`config.mk`:
```
export PLATFORM = sky130hd
export DESIGN_NAME = opt_tracker
export DESIGN_NICKNAME = d
export VERILOG_FILES = /design/src/rtl/opt_pkg.sv /design/src/rtl/opt_lru.sv /design/src/rtl/opt_bank_table.sv /design/src/rtl/opt_tracker.sv
export SDC_FILE = /design/constraint.sdc
export NUM_CORES = 1
export LEC_CHECK = 0
export BUFFER_PORTS_ARGS = -buffer_cell sky130_fd_sc_hd__buf_4
export CAP_MARGIN = 20
export CORE_MARGIN = 2
export CORE_UTILIZATION = 51
export CTS_BUF_LIST = sky130_fd_sc_hd__clkbuf_4 sky130_fd_sc_hd__clkbuf_8 sky130_fd_sc_hd__clkbuf_16
export DETAILED_ROUTE_END_ITERATION = 16
export HOLD_SLACK_MARGIN = 0.03
export PLACE_DENSITY = 0.77
export SYNTH_ARGS = -nofsm -noshare
export SYNTH_HDL_FRONTEND = slang
export SYNTH_HIERARCHICAL = 1
export SYNTH_SLANG_ARGS = --single-unit
```
`constraint.sdc`:
```
create_clock -name clk_i -period 13.5 [get_ports clk_i]
set_input_delay 0.675 -clock clk_i [delete_from_list [all_inputs] [get_ports clk_i]]
set_output_delay 0.675 -clock clk_i [all_outputs]
set_load 0.01 [all_outputs]
```
`src/rtl/opt_pkg.sv`:
```
package opt_pkg;
  typedef enum logic [1:0] {
    KIND_EMPTY = 2'b00,
    KIND_HIT   = 2'b01,
    KIND_MISS  = 2'b10
  } kind_e;
endpackage

```
`src/rtl/opt_lru.sv`:
```
// Recency rank per bank: 0 = most recent, NUM_BANKS-1 = oldest.
module opt_lru #(
  parameter int NUM_BANKS = 8,
  localparam int BANK_W = $clog2(NUM_BANKS)
) (
  input  logic                 clk_i,
  input  logic                 rst_ni,
  input  logic                 touch_i,
  input  logic [BANK_W-1:0]    touch_bank_i,
  input  logic [NUM_BANKS-1:0] cand_i,
  output logic [BANK_W-1:0]    victim_o
);
  logic [BANK_W-1:0] age_q [NUM_BANKS];
  logic [BANK_W-1:0] touch_age;

  assign touch_age = age_q[touch_bank_i];

  for (genvar g = 0; g < NUM_BANKS; g++) begin : g_age
    always_ff @(posedge clk_i or negedge rst_ni) begin
      if (!rst_ni) begin
        age_q[g] <= BANK_W'(NUM_BANKS - 1 - g);
      end else if (touch_i) begin
        if (touch_bank_i == BANK_W'(g)) begin
          age_q[g] <= '0;
        end else if (age_q[g] < touch_age) begin
          age_q[g] <= age_q[g] + 1'b1;
        end
      end
    end
  end

  // oldest among candidates; ranks are unique so the pick is unique
  always_comb begin
    logic              found;
    logic [BANK_W-1:0] best;
    found    = 1'b0;
    best     = '0;
    victim_o = '0;
    for (int i = 0; i < NUM_BANKS; i++) begin
      if (cand_i[i] && (!found || age_q[i] > best)) begin
        found    = 1'b1;
        best     = age_q[i];
        victim_o = BANK_W'(i);
      end
    end
  end
endmodule

```
`src/rtl/opt_bank_table.sv`:
```
module opt_bank_table #(
  parameter int NUM_BANKS = 8,
  parameter int ROW_W     = 12,
  localparam int BANK_W = $clog2(NUM_BANKS),
  localparam int CNT_W  = $clog2(NUM_BANKS + 1)
) (
  input  logic                 clk_i,
  input  logic                 rst_ni,
  input  logic                 clr_all_i,
  input  logic                 open_en_i,
  input  logic [BANK_W-1:0]    open_bank_i,
  input  logic [ROW_W-1:0]     open_row_i,
  input  logic                 close_en_i,
  input  logic [BANK_W-1:0]    close_bank_i,
  input  logic [BANK_W-1:0]    look_bank_i,
  output logic                 look_open_o,
  output logic [ROW_W-1:0]     look_row_o,
  output logic [NUM_BANKS-1:0] open_mask_o,
  output logic [CNT_W-1:0]     open_cnt_o
);
  logic             open_q [NUM_BANKS];
  logic [ROW_W-1:0] row_q  [NUM_BANKS];

  for (genvar g = 0; g < NUM_BANKS; g++) begin : g_bank
    always_ff @(posedge clk_i or negedge rst_ni) begin
      if (!rst_ni) begin
        open_q[g] <= 1'b0;
        row_q[g]  <= '0;
      end else if (clr_all_i) begin
        open_q[g] <= 1'b0;
      end else if (open_en_i && open_bank_i == BANK_W'(g)) begin
        open_q[g] <= 1'b1;
        row_q[g]  <= open_row_i;
      end else if (close_en_i && close_bank_i == BANK_W'(g)) begin
        open_q[g] <= 1'b0;
      end
    end
  end

  assign look_open_o = open_q[look_bank_i];
  assign look_row_o  = row_q[look_bank_i];

  always_comb begin
    open_cnt_o = '0;
    for (int i = 0; i < NUM_BANKS; i++) begin
      open_mask_o[i] = open_q[i];
      open_cnt_o     = open_cnt_o + CNT_W'(open_q[i]);
    end
  end
endmodule

```
`src/rtl/opt_tracker.sv`:
```
module opt_tracker
  import opt_pkg::*;
#(
  parameter int NUM_BANKS = 8,
  parameter int ROW_W     = 12,
  localparam int BANK_W = $clog2(NUM_BANKS),
  localparam int CNT_W  = $clog2(NUM_BANKS + 1)
) (
  input  logic              clk_i,
  input  logic              rst_ni,
  input  logic              acc_valid_i,
  input  logic [BANK_W-1:0] acc_bank_i,
  input  logic [ROW_W-1:0]  acc_row_i,
  input  logic              refresh_i,
  input  logic [CNT_W-1:0]  open_limit_i,
  output logic              res_valid_o,
  output logic [1:0]        res_kind_o,
  output logic              pre_o,
  output logic [BANK_W-1:0] pre_bank_o,
  output logic              act_o,
  output logic [BANK_W-1:0] act_bank_o,
  output logic [ROW_W-1:0]  act_row_o,
  output logic              pre_all_o
);
  logic                 acc_go;
  logic                 look_open;
  logic [ROW_W-1:0]     look_row;
  logic [NUM_BANKS-1:0] open_mask;
  logic [CNT_W-1:0]     open_cnt;
  logic [CNT_W-1:0]     lim_eff;
  logic [BANK_W-1:0]    victim;
  logic                 is_hit, is_miss, is_empty, need_evict;
  kind_e                kind_d;

  assign acc_go = acc_valid_i && !refresh_i;  // refresh wins

  opt_bank_table #(.NUM_BANKS(NUM_BANKS), .ROW_W(ROW_W)) u_table (
    .clk_i        (clk_i),
    .rst_ni       (rst_ni),
    .clr_all_i    (refresh_i),
    .open_en_i    (acc_go && !is_hit),
    .open_bank_i  (acc_bank_i),
    .open_row_i   (acc_row_i),
    .close_en_i   (need_evict),
    .close_bank_i (victim),
    .look_bank_i  (acc_bank_i),
    .look_open_o  (look_open),
    .look_row_o   (look_row),
    .open_mask_o  (open_mask),
    .open_cnt_o   (open_cnt)
  );

  opt_lru #(.NUM_BANKS(NUM_BANKS)) u_lru (
    .clk_i        (clk_i),
    .rst_ni       (rst_ni),
    .touch_i      (acc_go),
    .touch_bank_i (acc_bank_i),
    .cand_i       (open_mask),
    .victim_o     (victim)
  );

  always_comb begin
    if (open_limit_i == '0)                       lim_eff = CNT_W'(1);
    else if (open_limit_i > CNT_W'(NUM_BANKS))    lim_eff = CNT_W'(NUM_BANKS);
    else                                          lim_eff = open_limit_i;
  end

  assign is_hit     = look_open && (look_row == acc_row_i);
  assign is_miss    = look_open && !is_hit;
  assign is_empty   = !look_open;
  assign need_evict = acc_go && is_empty && (open_cnt >= lim_eff);

  always_comb begin
    if (is_hit)       kind_d = KIND_HIT;
    else if (is_miss) kind_d = KIND_MISS;
    else              kind_d = KIND_EMPTY;
  end

  always_ff @(posedge clk_i or negedge rst_ni) begin
    if (!rst_ni) begin
      res_valid_o <= 1'b0;
      res_kind_o  <= KIND_EMPTY;
      pre_o       <= 1'b0;
      pre_bank_o  <= '0;
      act_o       <= 1'b0;
      act_bank_o  <= '0;
      act_row_o   <= '0;
      pre_all_o   <= 1'b0;
    end else begin
      res_valid_o <= acc_go;
      pre_o       <= acc_go && (is_miss || need_evict);
      act_o       <= acc_go && !is_hit;
      pre_all_o   <= refresh_i;
      if (acc_go) begin
        res_kind_o <= kind_d;
        pre_bank_o <= is_miss ? acc_bank_i : victim;
        act_bank_o <= acc_bank_i;
        act_row_o  <= acc_row_i;
      end
    end
  end
endmodule

```
Word-level counts from Yosys, hierarchy flattened --
Index checks and enable logic that the tools add are counted.
Word-level totals: bits in registers 152, logic and storage cells 240
Cells by class: add/subtract/negate cells 15, magnitude comparators 18, equality and inequality tests 15, mux-type cells 75, bitwise gates (word level) 2, reductions and logical operators 83
Operators by type and width (count):
- 3-bit two-way mux | 30
- 12-bit binary-select mux with 3-bit select | 1
- 1-bit two-way mux | 34
- 2-bit AND reduction | 16
- 1-bit logical AND | 30
- 3-bit by 1-bit adder with 3-bit output, second input constant | 8
- 4-bit by 1-bit adder with 4-bit output | 6
- 3-bit equality test, second input constant | 8
- 3-bit < comparator | 8
- 12-bit two-way mux | 2
- 3-bit nonzero test | 8
- 3-bit greater-than comparator | 7
- 2-bit nonzero test | 8
- 12-bit equality test | 1
- 3-bit by 2-bit equality test with 1-bit output, second input constant | 4
- 1-bit logical NOT | 10
- 3-bit binary-select mux with 3-bit select | 1
- 1-bit logical OR | 8
- 2-bit two-way mux | 4
- 4-bit two-way mux | 2
- 3-bit by 1-bit equality test with 1-bit output, second input constant | 2
- 3-bit logical NOT | 2
- 4-bit greater-or-equal comparator | 1
- 4-bit greater-or-equal comparator, second input constant | 1
- other kinds (6) | 6

Logic depth before layout (Yosys ltp) --
depth after elaboration 34, depth in mapped cells 48, depth with buffers taken out 46

Cells and area by module --
Netlist, hierarchy kept.
Modules (own cells, without submodules):
- opt_bank_table | instances 1, cells each 309, area an instance 5014.8 µm², seq. area each 2602.5 µm²
- opt_lru | instances 1, cells each 322, area an instance 2803.9 µm², seq. area each 615.6 µm²
- opt_tracker | instances 1, cells each 130, area an instance 1208.7 µm², seq. area each 600.6 µm²

Worst setup path after synthesis --
Ideal clock, no wire load.
path type register to register, from register u_table.open_q (netlist bit u_table/open_mask_o[0]), to register u_table.open_q (netlist bit u_table/open_mask_o[2]), library setup time 0.120 ns, arrival time 9.419 ns, required time 13.380 ns, slack 3.961 ns, cell stages (with the launch flop) 47, buffers on the path 2, cell sequence dfrtp_1 buf_2 nand2_1 ha_1 and3b_1 o21ai_0 a21oi_1 nor2_1 ha_1 nor2b_1 o21a_1 o311a_1 o32ai_2 ha_1 a21oi_1 a32oi_1 o21a_1 nor2_1 [... 11 more ...] nor2_1 a21o_1 ha_1 nor2b_1 o21a_1 o211ai_1 and2_1 clkbuf_2 o2111ai_1 o221ai_1 ha_1 a21o_1 a21oi_1 a31oi_1 o21ai_0 o311ai_0 or3b_2 a31o_2
On the way: word-level cells in the longest chain between the ends 32, elaborated cells between the ends (all ways) 72
RTL lines:
- start: declaration | RTL line opt_bank_table.sv:21 | logic open_q [NUM_BANKS];
- start signal: indexed assignment | RTL line opt_bank_table.sv:27 | open_q[g] <= 1'b0;
- start signal: indexed assignment | RTL line opt_bank_table.sv:30 | open_q[g] <= 1'b0;
- start signal: indexed assignment | RTL line opt_bank_table.sv:32 | open_q[g] <= 1'b1;
- 3-bit two-way mux / 1-bit two-way mux (equally long branches) | RTL line opt_lru.sv:40 | if (cand_i[i] && (!found || age_q[i] > best)) begin
- 3-bit greater-than comparator / 1-bit logical NOT (equally long branches) | RTL line opt_lru.sv:40
- 1-bit logical OR | RTL line opt_lru.sv:40
- 1-bit logical AND | RTL line opt_lru.sv:40
- 3-bit two-way mux / 1-bit two-way mux (equally long branches) | RTL line opt_lru.sv:40
- 3-bit greater-than comparator / 1-bit logical NOT (equally long branches) | RTL line opt_lru.sv:40
- 1-bit logical OR | RTL line opt_lru.sv:40
- 1-bit logical AND | RTL line opt_lru.sv:40
- [... 17 more ...]
- 3-bit greater-than comparator / 1-bit logical NOT (equally long branches) | RTL line opt_lru.sv:40
- 1-bit logical OR | RTL line opt_lru.sv:40
- 1-bit logical AND | RTL line opt_lru.sv:40
- 3-bit two-way mux * | RTL line opt_lru.sv:40
- via victim[0] | RTL line opt_tracker.sv:31 | logic [BANK_W-1:0] victim;
- 3-bit by 2-bit equality test with 1-bit output * | RTL line opt_bank_table.sv:34 | end else if (close_en_i && close_bank_i == BANK_W'(g)) begin
- 1-bit logical AND * | RTL line opt_bank_table.sv:34
- 3-bit nonzero test (no line) *
Mark *: on every way through the listed nets, which the timed path passes. The rest lies on a longest branch. The select of a mux whose other input is x is not followed. A chain may end at the register's enable or synchronous reset.

Worst setup path in the final report --
Same ends and word-level chain as after synthesis.

==> out/results.tsv <==
stage	metric	value	unit
place	dp.final_hpwl	12.7	mm
power_and_ir_drop	power.total	1.61	mW
worst_setup_path	cp_max_fo	15	
power_and_ir_drop	p_comb_share	31.1	%
clock_network	root_buffer	clkbuf_16	
global_routing	grt.total_usage	23.0	%
place	numPortBuffers	46	
floorplan	pin_count	47	
synth	synth_nets	840	
timing	relSlewSlack	25.4	%
cells_and_area	drive_above_1_share	33.6	%
floorplan	start_util	52.2	%
timing	fin_tns_setup	0	ns
clock_network	cts.sinks	152	
worst_setup_path	crit_path_frequent_cell	ha_1	
timing	fin_skew	0.0115	ns
global_routing	use_met1	32.3	%
clock_network	cts_max_level	4	
clock_network	cts_made_buffers	17	
timing	finalSetupViolCount	0	
timing	worst_pin_slew	1.12	ns
power_and_ir_drop	leakage	4.59	nW
synth	yosysTopAreaCellShare	38.8	%
power_and_ir_drop	ir_drop	0.0984	mV
global_routing	busiest_layer	met2	
synth	async_reset_ff_share	100	%
detailed_routing	ant_nets	0	
timing	slew_viol_final	0	
global_routing	gr-total-overflow	0	
cells_and_area	utilization	58.4	%
power_and_ir_drop	p_seq_share	40.7	%
worst_setup_path	required	13.82	ns
timing	hold_viol_final	0	
power_and_ir_drop	switching_share	33.7	%
timing	fin_crit	10.93	ns
worst_setup_path	path_buf_inv	0	
min_path	min_path_type	input pin to asynchronous set/reset pin	
place	globalplace.congestion	0.861	
synth	ys_seq_area_share	42.3	%
power_and_ir_drop	clkPwrFrac	28.2	%
place	place_ws	2.82	ns
clock_network	cts_resized	0	
synth	synth_top_area_cell	dfrtp_1	
cells_and_area	fin_nets	885	
global_routing	first_global_vias	6219	
run	drv_cap	0	
detailed_routing	wirelength	20.2	mm
synth	ys_seq_elements	152	
global_routing	grt_max_degree	83	
worst_setup_path	cp_slowest_cell	dfrtp_1	
clock_network	ctsLongestPathBuffers	2	
floorplan	fp.dieH	137	um
synth	ys_warn_count	6	
timing	rsz0062_at_grt	no	
run_status	run_status	complete, no violations	
worst_setup_path	crit_family	compound AO/OA/AOI/OAI gates	
worst_setup_path	crit_type	register to register	
floorplan	core_area	17300	um2
clock_network	postCtsHoldBufs	0	
global_routing	antenna_found_initial	1	
synth	syn_area	9030	um2
place	dpl-instance-area	9500	um2
synth	synth_flop_cell	dfrtp_1	
synth	synth_area_leaders	dfrtp_1 (39%), mux2_2 (13%), mux4_2 (7.7%)	
cells_and_area	num_antenna_cells	0	
clock_network	cts_tree	done	
global_routing	grt_first_pass_wirelength	32.7	mm
detailed_routing	via_per_inst	6.00	
synth	syn-instance-count	761	
floorplan	die_x	137	um
power_and_ir_drop	p_sw	0.542	mW
worst_setup_path	max_stage_delay	0.64	ns
clock_network	cts_setup_buffers	0	
worst_setup_path	crit_path_end_kind	register	
clock_network	insertion_delay	0.43	ns
cells_and_area	finalInstanceArea	10100	um2
power_and_ir_drop	powerDensity	160	nW/um2
timing	fmax	0.0915	GHz
timing	fin_crit_sh	81.0	%
global_routing	use_met3	4.89	%
detailed_routing	route.detailed.drc	0	
floorplan	fp.dieArea	18800	um2
cells_and_area	syn2layout_area_growth	11.9	%
synth	synth-edff-count	0	
detailed_routing	firstDrtPassIters	5	
clock_network	clk_pin_slew	0.07	ns
worst_setup_path	cp-start-kind	register	
synth	synth_cell_types	76	
worst_setup_path	cp.arrival	11.25	ns
power_and_ir_drop	internal_power	1.07	mW
floorplan	rows	48	
timing	fin_ws	2.57	ns
detailed_routing	drt-initial-drc-count	530	
detailed_routing	via_count	6267	
global_routing	use_met2	36.1	%
synth	avgSynthCellArea	11.9	um2
detailed_routing	post_drt_wl_per_cell	19.3	um
-- area by class of cell --
type,count,area [um2]
Clock buffer,19,453
Clock inverter,13,114
Fill cell,1394,7200
Inverter,37,139
Multi-Input combinational cell,546,4880
Sequential cell,152,3820
Tap cell,225,282
Timing Repair Buffer,52,414
-- cells in the mapped netlist (all sizes together) (6+ instances only) --
master,instances
clkbuf,9
nand2b,14
o21ai,16
nor2,50
nand2,79
nand3,11
mux2,110
xnor2,10
o21a,8
nor3,19
or2,7
nor4,6
mux2i,8
buf,17
mux4,32
xor2,13
dfrtp,140
nor2b,6
a21oi,25
o311ai,6
dfstp,12
a21o,6
ha,52
inv,37
-- worst reg2reg max path, delay by kind of cell (launching register included) --
| kind | cells | cell delay, ns |
|---|---|---|
| compound gates | 25 | 5.69 |
| fa+ha+maj | 7 | 2.07 |
| flops | 1 | 0.64 |
| simple gates | 12 | 2.43 |
-- final timing paths --
kind / cells past startpoint / slack, ns / start / endpoint
max in group asynchronous: 3 / 12.10 / rst_ni / u_table/row_q[81]
min in group clk_i: 1 / 0.47 / refresh_i / pre_all_o
max: 44 / 2.57 / u_table/open_mask_o[0] / u_table/open_mask_o[2]
min reg2reg: 2 / 0.48 / act_row_o[11] / act_row_o[11]
min: 1 / 0.23 / rst_ni / res_valid_o
max reg2reg: 44 / 2.57 / u_table/open_mask_o[0] / u_table/open_mask_o[2]
-- flip-flops by register name, indices dropped and copies added, names as in the netlist --
name,flops
res_valid_o,1
u_lru/age_q,24
pre_all_o,1
u_table/row_q,96
act_row_o,12
res_kind_o,2
pre_bank_o,3
act_o,1
act_bank_o,3
u_table/open_mask_o,8
pre_o,1
-- layer usage --
metal / vias up / part of all wire [%]
met1: 3178 / 47
met5: - / 0.064
met3: 28 / 4.8
met4: 2 / 1.2
li1: 2874 / -
met2: 185 / 47
-- through the flow --
step / hold WS (ns) / cells
2_1_floorplan: 0.379 / 761
3_3_place_gp: 0.460 / 1011
3_5_place_dp: 0.463 / 1011
4_1_cts: 0.284 / 1043
5_1_grt: 0.311 / 1044
6_report: 0.234 / 1044
-- logic make-up (layout without fill, tap and decap cells) --
| logic type | count (synthesis) | after routing | share of synthesized area, % |
|---|---|---|---|
| muxes | 150 | 150 | 22.7 |
| DFF | 152 | 152 | 42.3 |
| and+or+nand+nor | 214 | 214 | 12.6 |
| buffers and inverters | 63 | 121 | 3.67 |
| adders and majority gates | 56 | 56 | 8.09 |
| AOI/OAI and AO/OA | 103 | 103 | 8.44 |
| xor gates and xnor gates | 23 | 23 | 2.23 |
-- layout by cell type, fill, tap and decap left out, types with 3 or more instances in the layout --
cell / synthesis / routed
dfrtp_1: 140 / 140
mux2_2: 108 / 108
nand2_1: 79 / 79
ha_1: 52 / 52
buf_4: 3 / 50
nor2_1: 47 / 47
inv_1: 37 / 37
mux4_2: 31 / 31
a21oi_1: 23 / 23
clkbuf_16: 0 / 17
nor3_1: 16 / 16
nand2b_1: 13 / 13
xor2_1: 13 / 13
dfstp_2: 12 / 12
o21ai_0: 11 / 11
xnor2_1: 10 / 10
nand3_1: 9 / 9
o21a_1: 8 / 8
mux2i_1: 8 / 8
or2_2: 7 / 7
a21o_1: 6 / 6
nor2b_1: 6 / 6
nand3b_1: 5 / 5
o311ai_0: 5 / 5
a31o_2: 5 / 5
nor4_4: 4 / 4
and2_1: 4 / 4
inv_6: 0 / 4
fa_1: 4 / 4
o22ai_1: 3 / 3
nor3b_1: 3 / 3
clkinv_4: 0 / 3
o2111ai_1: 3 / 3
a32oi_1: 3 / 3
o2bb2ai_1: 3 / 3
o21ai_1: 3 / 3
nor3_4: 3 / 3
nand4b_1: 3 / 3
-- power by group through the flow --
stage	registers [mW]	clock network (mW)	logic, mW
floorplan	0.630	0	0.382
global placement	0.658	0	0.471
detailed placement	0.661	0	0.492
CTS	0.653	0.465	0.498
global route	0.668	0.484	0.565
finish	0.656	0.455	0.500
Note: power is estimated with default switching activity, not from simulation.
